## config.mk

```make
export PLATFORM = sky130hd
export DESIGN_NAME = ecc_rmw_unit
export DESIGN_NICKNAME = d
export VERILOG_FILES = /design/src/rtl/ecc_rmw_pkg.sv /design/src/rtl/ecc_secded_enc.sv /design/src/rtl/ecc_secded_dec.sv /design/src/rtl/ecc_byte_merge.sv /design/src/rtl/ecc_rmw_unit.sv
export SDC_FILE = /design/constraint.sdc
export NUM_CORES = 1
export LEC_CHECK = 0
export BUFFER_PORTS_ARGS = -buffer_cell sky130_fd_sc_hd__buf_2
export CAP_MARGIN = 20
export CORE_ASPECT_RATIO = 0.7
export CORE_UTILIZATION = 35
export DETAILED_ROUTE_END_ITERATION = 6
export PLACE_DENSITY = 0.61
export SETUP_SLACK_MARGIN = 0.15
export SYNTH_ARGS = -nofsm -noshare
export SYNTH_HDL_FRONTEND = slang
export SYNTH_SLANG_ARGS = --single-unit
```

## constraint.sdc

```tcl
create_clock -name clk_i -period 6.2 [get_ports clk_i]
set_input_delay 1.24 -clock clk_i [delete_from_list [all_inputs] [get_ports clk_i]]
set_output_delay 1.24 -clock clk_i [all_outputs]
set_load 0.05 [all_outputs]
```

## src/rtl/ecc_rmw_pkg.sv

```systemverilog
package ecc_rmw_pkg;
  localparam int DATA_W  = 64;
  localparam int HAM_W   = 7;
  localparam int CHK_W   = HAM_W + 1;
  localparam int WORD_W  = DATA_W + CHK_W;
  localparam int BYTES   = DATA_W / 8;
  localparam int LANES   = WORD_W / 8;

  typedef enum logic [1:0] {
    ST_IDLE,
    ST_READ,
    ST_CHECK,
    ST_WRITE
  } rmw_state_e;

  // Hamming position of data bit j: j-th integer >= 3 that is not a power of two
  function automatic int ham_pos(input int j);
    int p;
    int n;
    p = 2;
    n = -1;
    while (n < j) begin
      p++;
      if ((p & (p - 1)) != 0) n++;
    end
    return p;
  endfunction

  function automatic logic [DATA_W-1:0] chk_mask(input int i);
    logic [DATA_W-1:0] m;
    m = '0;
    for (int j = 0; j < DATA_W; j++) m[j] = ((ham_pos(j) >> i) & 1) != 0;
    return m;
  endfunction

  localparam int MAX_POS = ham_pos(DATA_W - 1);
endpackage

```

## src/rtl/ecc_secded_enc.sv

```systemverilog
module ecc_secded_enc
  import ecc_rmw_pkg::*;
(
  input  logic [DATA_W-1:0] data_i,
  output logic [CHK_W-1:0]  chk_o
);
  logic [HAM_W-1:0] ham;

  for (genvar i = 0; i < HAM_W; i++) begin : g_chk
    localparam logic [DATA_W-1:0] MASK = chk_mask(i);
    assign ham[i] = ^(data_i & MASK);
  end

  assign chk_o = {^{data_i, ham}, ham};
endmodule

```

## src/rtl/ecc_secded_dec.sv

```systemverilog
module ecc_secded_dec
  import ecc_rmw_pkg::*;
(
  input  logic [WORD_W-1:0] word_i,
  output logic [DATA_W-1:0] data_o,
  output logic              sbe_o,
  output logic              mbe_o
);
  logic [CHK_W-1:0]  recalc;
  logic [HAM_W-1:0]  syn;
  logic [DATA_W-1:0] flip;
  logic              par_err;
  logic              syn_oob;

  ecc_secded_enc u_enc (
    .data_i (word_i[DATA_W-1:0]),
    .chk_o  (recalc)
  );

  assign syn     = recalc[HAM_W-1:0] ^ word_i[DATA_W +: HAM_W];
  assign par_err = ^word_i;
  assign syn_oob = syn > HAM_W'(MAX_POS);

  for (genvar j = 0; j < DATA_W; j++) begin : g_flip
    localparam logic [HAM_W-1:0] POS = HAM_W'(ham_pos(j));
    assign flip[j] = par_err && (syn == POS);
  end

  assign data_o = word_i[DATA_W-1:0] ^ flip;
  // odd weight with a legal syndrome -> one bit; even weight with nonzero syndrome -> two
  assign sbe_o  = par_err && !syn_oob;
  assign mbe_o  = (!par_err && (syn != '0)) || (par_err && syn_oob);
endmodule

```

## src/rtl/ecc_byte_merge.sv

```systemverilog
module ecc_byte_merge #(
  parameter int NBYTES = 8,
  localparam int W     = NBYTES * 8
) (
  input  logic [W-1:0]      old_i,
  input  logic [W-1:0]      new_i,
  input  logic [NBYTES-1:0] be_i,
  output logic [W-1:0]      merged_o
);
  for (genvar b = 0; b < NBYTES; b++) begin : g_byte
    assign merged_o[b*8 +: 8] = be_i[b] ? new_i[b*8 +: 8] : old_i[b*8 +: 8];
  end
endmodule

```

## src/rtl/ecc_rmw_unit.sv

```systemverilog
module ecc_rmw_unit
  import ecc_rmw_pkg::*;
#(
  parameter int ADDR_W = 16
) (
  input  logic              clk_i,
  input  logic              rst_ni,
  input  logic              req_valid_i,
  input  logic              req_write_i,
  input  logic [ADDR_W-1:0] req_addr_i,
  input  logic [DATA_W-1:0] req_wdata_i,
  input  logic [BYTES-1:0]  req_be_i,
  input  logic              ecc_en_i,
  input  logic              err_rep_en_i,
  output logic              busy_o,
  output logic              rsp_valid_o,
  output logic [DATA_W-1:0] rsp_rdata_o,
  output logic              sbe_o,
  output logic              mbe_o,
  output logic              err_o,
  output logic              mem_req_o,
  output logic              mem_we_o,
  output logic [ADDR_W-1:0] mem_addr_o,
  output logic [WORD_W-1:0] mem_wdata_o,
  output logic [LANES-1:0]  mem_mask_o,
  input  logic              mem_rvalid_i,
  input  logic [WORD_W-1:0] mem_rdata_i
);
  rmw_state_e        state_q, state_d;
  logic              wr_q, ecc_q, rep_q;
  logic [ADDR_W-1:0] addr_q;
  logic [DATA_W-1:0] wdata_q;
  logic [BYTES-1:0]  be_q;
  logic              rsp_valid_q, sbe_q, mbe_q, err_q;
  logic [DATA_W-1:0] rsp_rdata_q;

  logic              accept, direct;
  logic [DATA_W-1:0] dec_data, old_data, merged;
  logic              dec_sbe, dec_mbe, flag_sbe, flag_mbe;
  logic [CHK_W-1:0]  wr_chk;

  assign accept = (state_q == ST_IDLE) && req_valid_i;
  assign direct = req_write_i && (!ecc_en_i || (&req_be_i));

  ecc_secded_dec u_dec (
    .word_i (mem_rdata_i),
    .data_o (dec_data),
    .sbe_o  (dec_sbe),
    .mbe_o  (dec_mbe)
  );

  assign old_data = ecc_q ? dec_data : mem_rdata_i[DATA_W-1:0];
  assign flag_sbe = ecc_q && dec_sbe;
  assign flag_mbe = ecc_q && dec_mbe;

  ecc_byte_merge #(.NBYTES(BYTES)) u_merge (
    .old_i    (old_data),
    .new_i    (wdata_q),
    .be_i     (be_q),
    .merged_o (merged)
  );

  ecc_secded_enc u_enc (
    .data_i (wdata_q),
    .chk_o  (wr_chk)
  );

  always_comb begin
    state_d = state_q;
    unique case (state_q)
      ST_IDLE:  if (accept) state_d = direct ? ST_WRITE : ST_READ;
      ST_READ:  state_d = ST_CHECK;
      ST_CHECK: if (mem_rvalid_i) state_d = wr_q ? ST_WRITE : ST_IDLE;
      ST_WRITE: state_d = ST_IDLE;
      default:  state_d = ST_IDLE;
    endcase
  end

  always_ff @(posedge clk_i or negedge rst_ni) begin
    if (!rst_ni) begin
      state_q     <= ST_IDLE;
      wr_q        <= 1'b0;
      ecc_q       <= 1'b0;
      rep_q       <= 1'b0;
      addr_q      <= '0;
      wdata_q     <= '0;
      be_q        <= '0;
      rsp_valid_q <= 1'b0;
      rsp_rdata_q <= '0;
      sbe_q       <= 1'b0;
      mbe_q       <= 1'b0;
      err_q       <= 1'b0;
    end else begin
      state_q     <= state_d;
      rsp_valid_q <= 1'b0;
      sbe_q       <= 1'b0;
      mbe_q       <= 1'b0;
      err_q       <= 1'b0;
      if (accept) begin
        wr_q    <= req_write_i;
        ecc_q   <= ecc_en_i;
        rep_q   <= err_rep_en_i;
        addr_q  <= req_addr_i;
        wdata_q <= req_wdata_i;
        be_q    <= req_be_i;
      end
      if (state_q == ST_CHECK && mem_rvalid_i) begin
        sbe_q <= flag_sbe;
        mbe_q <= flag_mbe;
        err_q <= rep_q && (flag_sbe || flag_mbe);
        if (wr_q) begin
          wdata_q <= merged;
        end else begin
          rsp_valid_q <= 1'b1;
          rsp_rdata_q <= old_data;
        end
      end
    end
  end

  assign busy_o      = state_q != ST_IDLE;
  assign mem_req_o   = (state_q == ST_READ) || (state_q == ST_WRITE);
  assign mem_we_o    = state_q == ST_WRITE;
  assign mem_addr_o  = addr_q;
  assign mem_wdata_o = {ecc_q ? wr_chk : '0, wdata_q};
  assign mem_mask_o  = ecc_q ? '1 : {1'b0, be_q};
  assign rsp_valid_o = rsp_valid_q;
  assign rsp_rdata_o = rsp_rdata_q;
  assign sbe_o       = sbe_q;
  assign mbe_o       = mbe_q;
  assign err_o       = err_q;

  assert_full_lanes_R5: assert property (@(posedge clk_i) disable iff (!rst_ni)
    mem_req_o && mem_we_o && ecc_q |-> (&mem_mask_o));
  assert_chk_lane_off_R4: assert property (@(posedge clk_i) disable iff (!rst_ni)
    mem_req_o && mem_we_o && !ecc_q |-> !mem_mask_o[LANES-1]);
  assert_flags_excl_R6: assert property (@(posedge clk_i) disable iff (!rst_ni)
    !(sbe_o && mbe_o));
  assert_err_gated_R8: assert property (@(posedge clk_i) disable iff (!rst_ni)
    err_o |-> (sbe_o || mbe_o));
  assert_rsp_after_data_R9: assert property (@(posedge clk_i) disable iff (!rst_ni)
    rsp_valid_o |-> $past(mem_rvalid_i));
  assert_write_ends_R3: assert property (@(posedge clk_i) disable iff (!rst_ni)
    mem_req_o && mem_we_o |=> !busy_o);
  assert_busy_holds_R10: assert property (@(posedge clk_i) disable iff (!rst_ni)
    busy_o |=> $stable(mem_addr_o));
endmodule

```

======== After elaboration in Yosys (flattened, before gate mapping) ========
Cells that the tools add are included.
cells by class
  $add $sub $neg .......................... 0
  $mul .................................... 0
  div/mod/pow operators ................... 0
  order comparisons ....................... 1
  equal/unequal tests ..................... 77
  shift-type cells ........................ 0
  multiplexer cells ....................... 24
  bitwise operators ....................... 3
  reduce and logical (&&, ||, !) cells .... 102
operator list
  operator                                                                count
  64-bit XOR reduction                                                    14
  64-bit 2-to-1 mux                                                       4
  7-bit by 6-bit equality test with 1-bit output (second input constant)  31
  7-bit by 5-bit equality test with 1-bit output (second input constant)  15
  1-bit logical AND                                                       73
  8-bit 2-to-1 mux                                                        9
  72-bit XOR reduction                                                    1
  71-bit XOR reduction                                                    1
  64-bit bitwise XOR                                                      1
  7-bit by 4-bit equality test with 1-bit output (second input constant)  7
  7-bit equality test (second input constant)                             7
  3-bit != test (second input constant)                                   8
  7-bit by 3-bit equality test with 1-bit output (second input constant)  3
  9-bit 2-to-1 mux                                                        1
  2-bit 2-to-1 mux                                                        4
  2-bit case mux with 4 select lines                                      1
  8-bit AND reduction                                                     1
  7-bit by 2-bit equality test with 1-bit output (second input constant)  1
  7-bit > comparator (second input constant)                              1
  7-bit nonzero test                                                      1
  7-bit bitwise XOR                                                       1
  1-bit 2-to-1 mux                                                        5
  2-bit equality test (second input constant)                             2
  1-bit logical OR                                                        4
  7 further kinds                                                         11
word-level totals
  flip-flop bits (word level) ............. 161
  latch bits .............................. 0
  RAM bits ................................ 0
  bits in read-only memories .............. 0
  input bits .............................. 167
  output and inout bits ................... 168
  memories kept ........................... 0

======== Logic depth before layout (Yosys ltp) ========
  depth after elaboration ................. 9
  mapped depth ............................ 10
  gate-level depth less buffers ........... 9

======== Hierarchy ========
A second synthesis with hierarchy kept.
unflattened totals
  cells, all modules ...................... 1257
  area, all modules ....................... 13339.0 um2
modules (own cells, without submodules)
  module          instances  cells an instance  area each (um2)
  ecc_rmw_unit    1          716                7666.1
  ecc_secded_enc  2          107                1387.6
  ecc_secded_dec  1          255                1846.8
  ecc_byte_merge  1          72                 1051.0

======== Worst setup path before layout ========
No wires, ideal clock.
  path type ............................... register to output
  from .................................... register wdata_q[48]
  to ...................................... output mem_wdata_o[71]
  data arrival time ....................... 2.806 ns
  data required time ...................... 4.960 ns
  path slack .............................. 2.154 ns
  stages on the path, launching flop included .. 10
  buffers on the path ..................... 0
  path through ............................ dfrtp_1 xnor2_1 xnor2_1 xnor2_1 xnor2_1 xnor2_1 xor2_1 xnor3_1 nand2_1 and3b_1
on the way
  cells in the longest elaborated chain, start to end .. 3
  elaborated cells between the ends (all ways) .. 7
RTL lines
  item                      RTL line              source
  start: declaration        ecc_rmw_unit.sv:32    logic [DATA_W-1:0] wdata_q;
  start signal: assignment  ecc_rmw_unit.sv:104   wdata_q <= req_wdata_i;
  start signal: assignment  ecc_rmw_unit.sv:112   wdata_q <= merged;
  64-bit XOR reduction      ecc_secded_enc.sv:11  assign ham[i] = ^(data_i & MASK);
  71-bit XOR reduction *    ecc_secded_enc.sv:14  assign chk_o = {^{data_i, ham}, ham};
  8-bit 2-to-1 mux *        ecc_rmw_unit.sv:125   assign mem_wdata_o = {ecc_q ? wr_chk : '0, wdata_q};
  end: declaration          ecc_rmw_unit.sv:24    output logic [WORD_W-1:0] mem_wdata_o,
Every way passes the cells marked *; elsewhere a longest branch is shown, timed or not.

======== Final worst setup path ========
Ends and elaborated chain as after synthesis.

==> parameters.txt <==
Parameter                              Value

Flow run
  Max-cap violations    0

Clock network
  Count of hold buffers inserted by post-cts repair    0
  Clock Tree Root    sky130_fd_sc_hd__clkbuf_16
  Clock latency at the later pin of the worst-skew pair    approximately 430 ps
  TritonCTS clock tree    yes
  Count of H-tree levels built during CTS    4
  Number of clock sinks seen by CTS    161
  Clock transition time at the flip-flop clock pins of the worst setup and hold paths    70 ps
  CTS Buf Count    17
  Post-CTS setup buffer count    0
  Clock buffer depth    2
  Total of cells resized after clock tree synthesis    0

Logic synthesis
  Fraction of the yosys area taken by sequential cells    0.387
  Register bit count reported by yosys    161
  Number of warning messages in the yosys log    0
  Dominant cell by count in the synthesized netlist    sky130_fd_sc_hd__xnor2_1
  Count of flip-flops with a built-in enable after synthesis    0
  Cell count after synthesis    1091
  Average size of a mapped cell    9.55 um^2
  Most instantiated cells after synthesis    sky130_fd_sc_hd__xnor2_1, sky130_fd_sc_hd__dfrtp_1, sky130_fd_sc_hd__a21oi_1, sky130_fd_sc_hd__xor2_1, sky130_fd_sc_hd__nand2_1
  Count of cell types in the netlist    47
  Async set-reset flop share out of synthesis    1.00
  Most area-consuming cells after synthesis    sky130_fd_sc_hd__dfrtp_1, sky130_fd_sc_hd__xnor2_1, sky130_fd_sc_hd__xor2_1
  Library cell with the largest summed area after synthesis    sky130_fd_sc_hd__dfrtp_1
  Fraction of post-synthesis cell area in the top cell type by area    0.387
  Synthesized area    0.0104 mm^2
  Net Count, Synth    1258
  Commonest register cell after synthesis    sky130_fd_sc_hd__dfrtp_1

STA
  Unrepaired setup endpoints after global routing    false
  Slew HR    0.360
  Portion of the clock cycle consumed by the worst path in the final layout    0.740
  Maximum clock skew at final layout    10.4 ps
  Actual slew at the worst max-slew pin    approximately 960 ps
  Final setup fails    0
  Post-Route Hold Slack    472 ps
  Total count of max-transition violations in the final report    0
  Final min period    4590 ps
  Highest achievable clock rate    0.218 GHz
  Number of hold violations in the final report    0
  Post-route setup TNS    0 ps

Final layout
  Layout Cell Area excl Fill    0.0130 mm^2
  Number of nets in the finished design    1567
  Area growth from synthesis to final layout    24.9%
  Share of the core filled with cells    0.447
  Fill cell total of the finished layout    2928
  Area taken by multi-input logic gates    0.00616 mm^2
  Storage element area    0.00403 mm^2
  Share of final-layout standard cells stronger than drive strength 1    0.295

Floorplanning
  Total number of placement rows    52
  Total die area    just over 0.03 mm^2
  Floorplan core area    0.0291 mm^2
  Die outline width    208 um
  Number of top-level pins    335
  Die Height    between 100 and 150 um
  Initial core utilization    0.358

Global routing
  GR Util All Layers    0.285
  Global route total overflow    0
  Global-route wire length before repair    62.6 mm
  Global route hottest layer    met1
  Initial antenna violation count    0
  Maximum number of pins on one net before global-route repair    87
  Met2 track demand over resource    0.408
  Met1 track demand over resource in global routing    0.431
  Met3 usage in global routing    0.0759
  Number of global-route vias before repair    9100

Detailed routing
  Iter 0 DRT Violations    just under 800
  Count of antenna-violating nets left after detailed routing    0
  Routed WL per cell    ~24 um
  Wire length reported by the detailed router    43.6 mm
  Total number of vias    9541
  Initial DRT Pass Iterations    5
  Number of DRC violations after detailed routing    0
  Post-DR vias/cell    5.32

Critical path
  Crit Path Category    reg -> out
  CP endpoint kind    output port
  Slowest cell on crit path    sky130_fd_sc_hd__dfrtp_1
  Required @ worst endpoint    ~5000 ps
  Worst path arrival time    3350 ps
  Setup slack of the most critical reg-to-reg path    between 3000 and 4000 ps
  List of cells traversed by the critical path    xnor2_1, xnor2_1, xnor2_1, xnor2_1, xnor2_1, xor2_1, xnor3_1, nor2_1, and3b_1, buf_2
  CP max stage delay    480 ps
  Worst Reg2Reg Path Length in Cells    7
  Worst setup endpoint    mem_wdata_o[71]
  Worst r2r src    ecc_q$_DFFE_PN0P_
  Highest net fanout along the worst path    4
  Worst Setup Start Kind    flip-flop
  First element of the critical path    wdata_q[48]$_DFFE_PN0P_
  Endpoint of the most critical register-to-register path    rsp_rdata_o[4]$_DFFE_PN0P_
  Cell seen most often among critical-path stages    sky130_fd_sc_hd__xnor2_1

Min path
  Worst hold path class    reg -> reg

Status
  Outcome    completed

Placement
  Last weighted congestion value of the routability-driven placer    between 0.9 and 1
  Post-detailed-placement half-perimeter wirelength    35.2 mm
  Count of input and output buffers    334
  Cell Area, Placed    about 0.012 mm^2
flip-flops by register name (all words and copies together) (netlist names):
register and flops:
sbe_o 1, err_o 1, wr_q 1, wdata_q 64, rsp_valid_o 1, mbe_o 1, mem_addr_o 16, state_q 2
be_q 8, rep_q 1, rsp_rdata_o 64, ecc_q 1
cells by family after synthesis:
| group | after synthesis | synth area share |
|---|---|---|
| and+or+nand+nor | 343 | 0.164 |
| AOI/OAI and AO/OA | 205 | 0.103 |
| buffers and inverters | 60 | 0.0234 |
| xor gates and xnor gates | 320 | 0.320 |
| muxes | 2 | 0.00312 |
| DFF | 161 | 0.387 |
worst max-delay path, delay by kind of cell, from the launching register on:
kind	cells	cell delay [ps]
buffers and inverters	1	210
flip-flops	1	480
AND/OR/NAND/NOR	2	300
XOR/XNOR	7	1930
worst min-delay path by stage:
stage / slack (ps) / cells past startpoint / end / start
final: 470 / 2 / mem_addr_o[15]$_DFFE_PN0P_ / mem_addr_o[15]$_DFFE_PN0P_
after global routing: 490 / 2 / mem_addr_o[15]$_DFFE_PN0P_ / mem_addr_o[15]$_DFFE_PN0P_
after CTS: 470 / 2 / mem_addr_o[15]$_DFFE_PN0P_ / mem_addr_o[15]$_DFFE_PN0P_
after detailed placement: 460 / 2 / mem_addr_o[15]$_DFFE_PN0P_ / mem_addr_o[15]$_DFFE_PN0P_
after global placement: 450 / 2 / mem_addr_o[15]$_DFFE_PN0P_ / mem_addr_o[15]$_DFFE_PN0P_
after floorplan: 450 / 2 / rep_q$_DFFE_PN0P_ / rep_q$_DFFE_PN0P_
stage by stage:
stage,worst slack (ps),instances
after detailed placement,1290,1759
after floorplan,2150,1091
after CTS,1620,1791
after global routing,1390,1791
after global placement,1340,1759
final,1610,1792
cell type report:
class	instances	area share
Multi-Input combinational cell	870	0.473
Sequential cell	161	0.310
Timing Repair Buffer	347	0.136
Tap cell	378	0.0363
Clock buffer	20	0.0359
Clock inverter	12	0.00740
Inverter	3	0.000865
Antenna cell	1	0.000192
placed cells by master (no fill, tap or decap), drive strengths merged, types with 20 or more instances in the layout:
cell and instances:
dfrtp 161, a21oi 128, xnor3 31, o21ai 55, xnor2 184, and3 42
buf 347, nand3 40, clkbuf 20, xor2 103, nor2 86, nand2 92
routing by layer:
| metal | vias up | part of all wire |
|---|---|---|
| met1 | 4717 | 0.47 |
| met5 | - | 0 |
| met3 | 42 | 0.097 |
| li1 | 4288 | - |
| met4 | 0 | 0.015 |
| met2 | 494 | 0.42 |
Power is left out: the tool's default activity adds up to more than one toggle a clock period on the data nets, which glitch-free logic cannot reach.
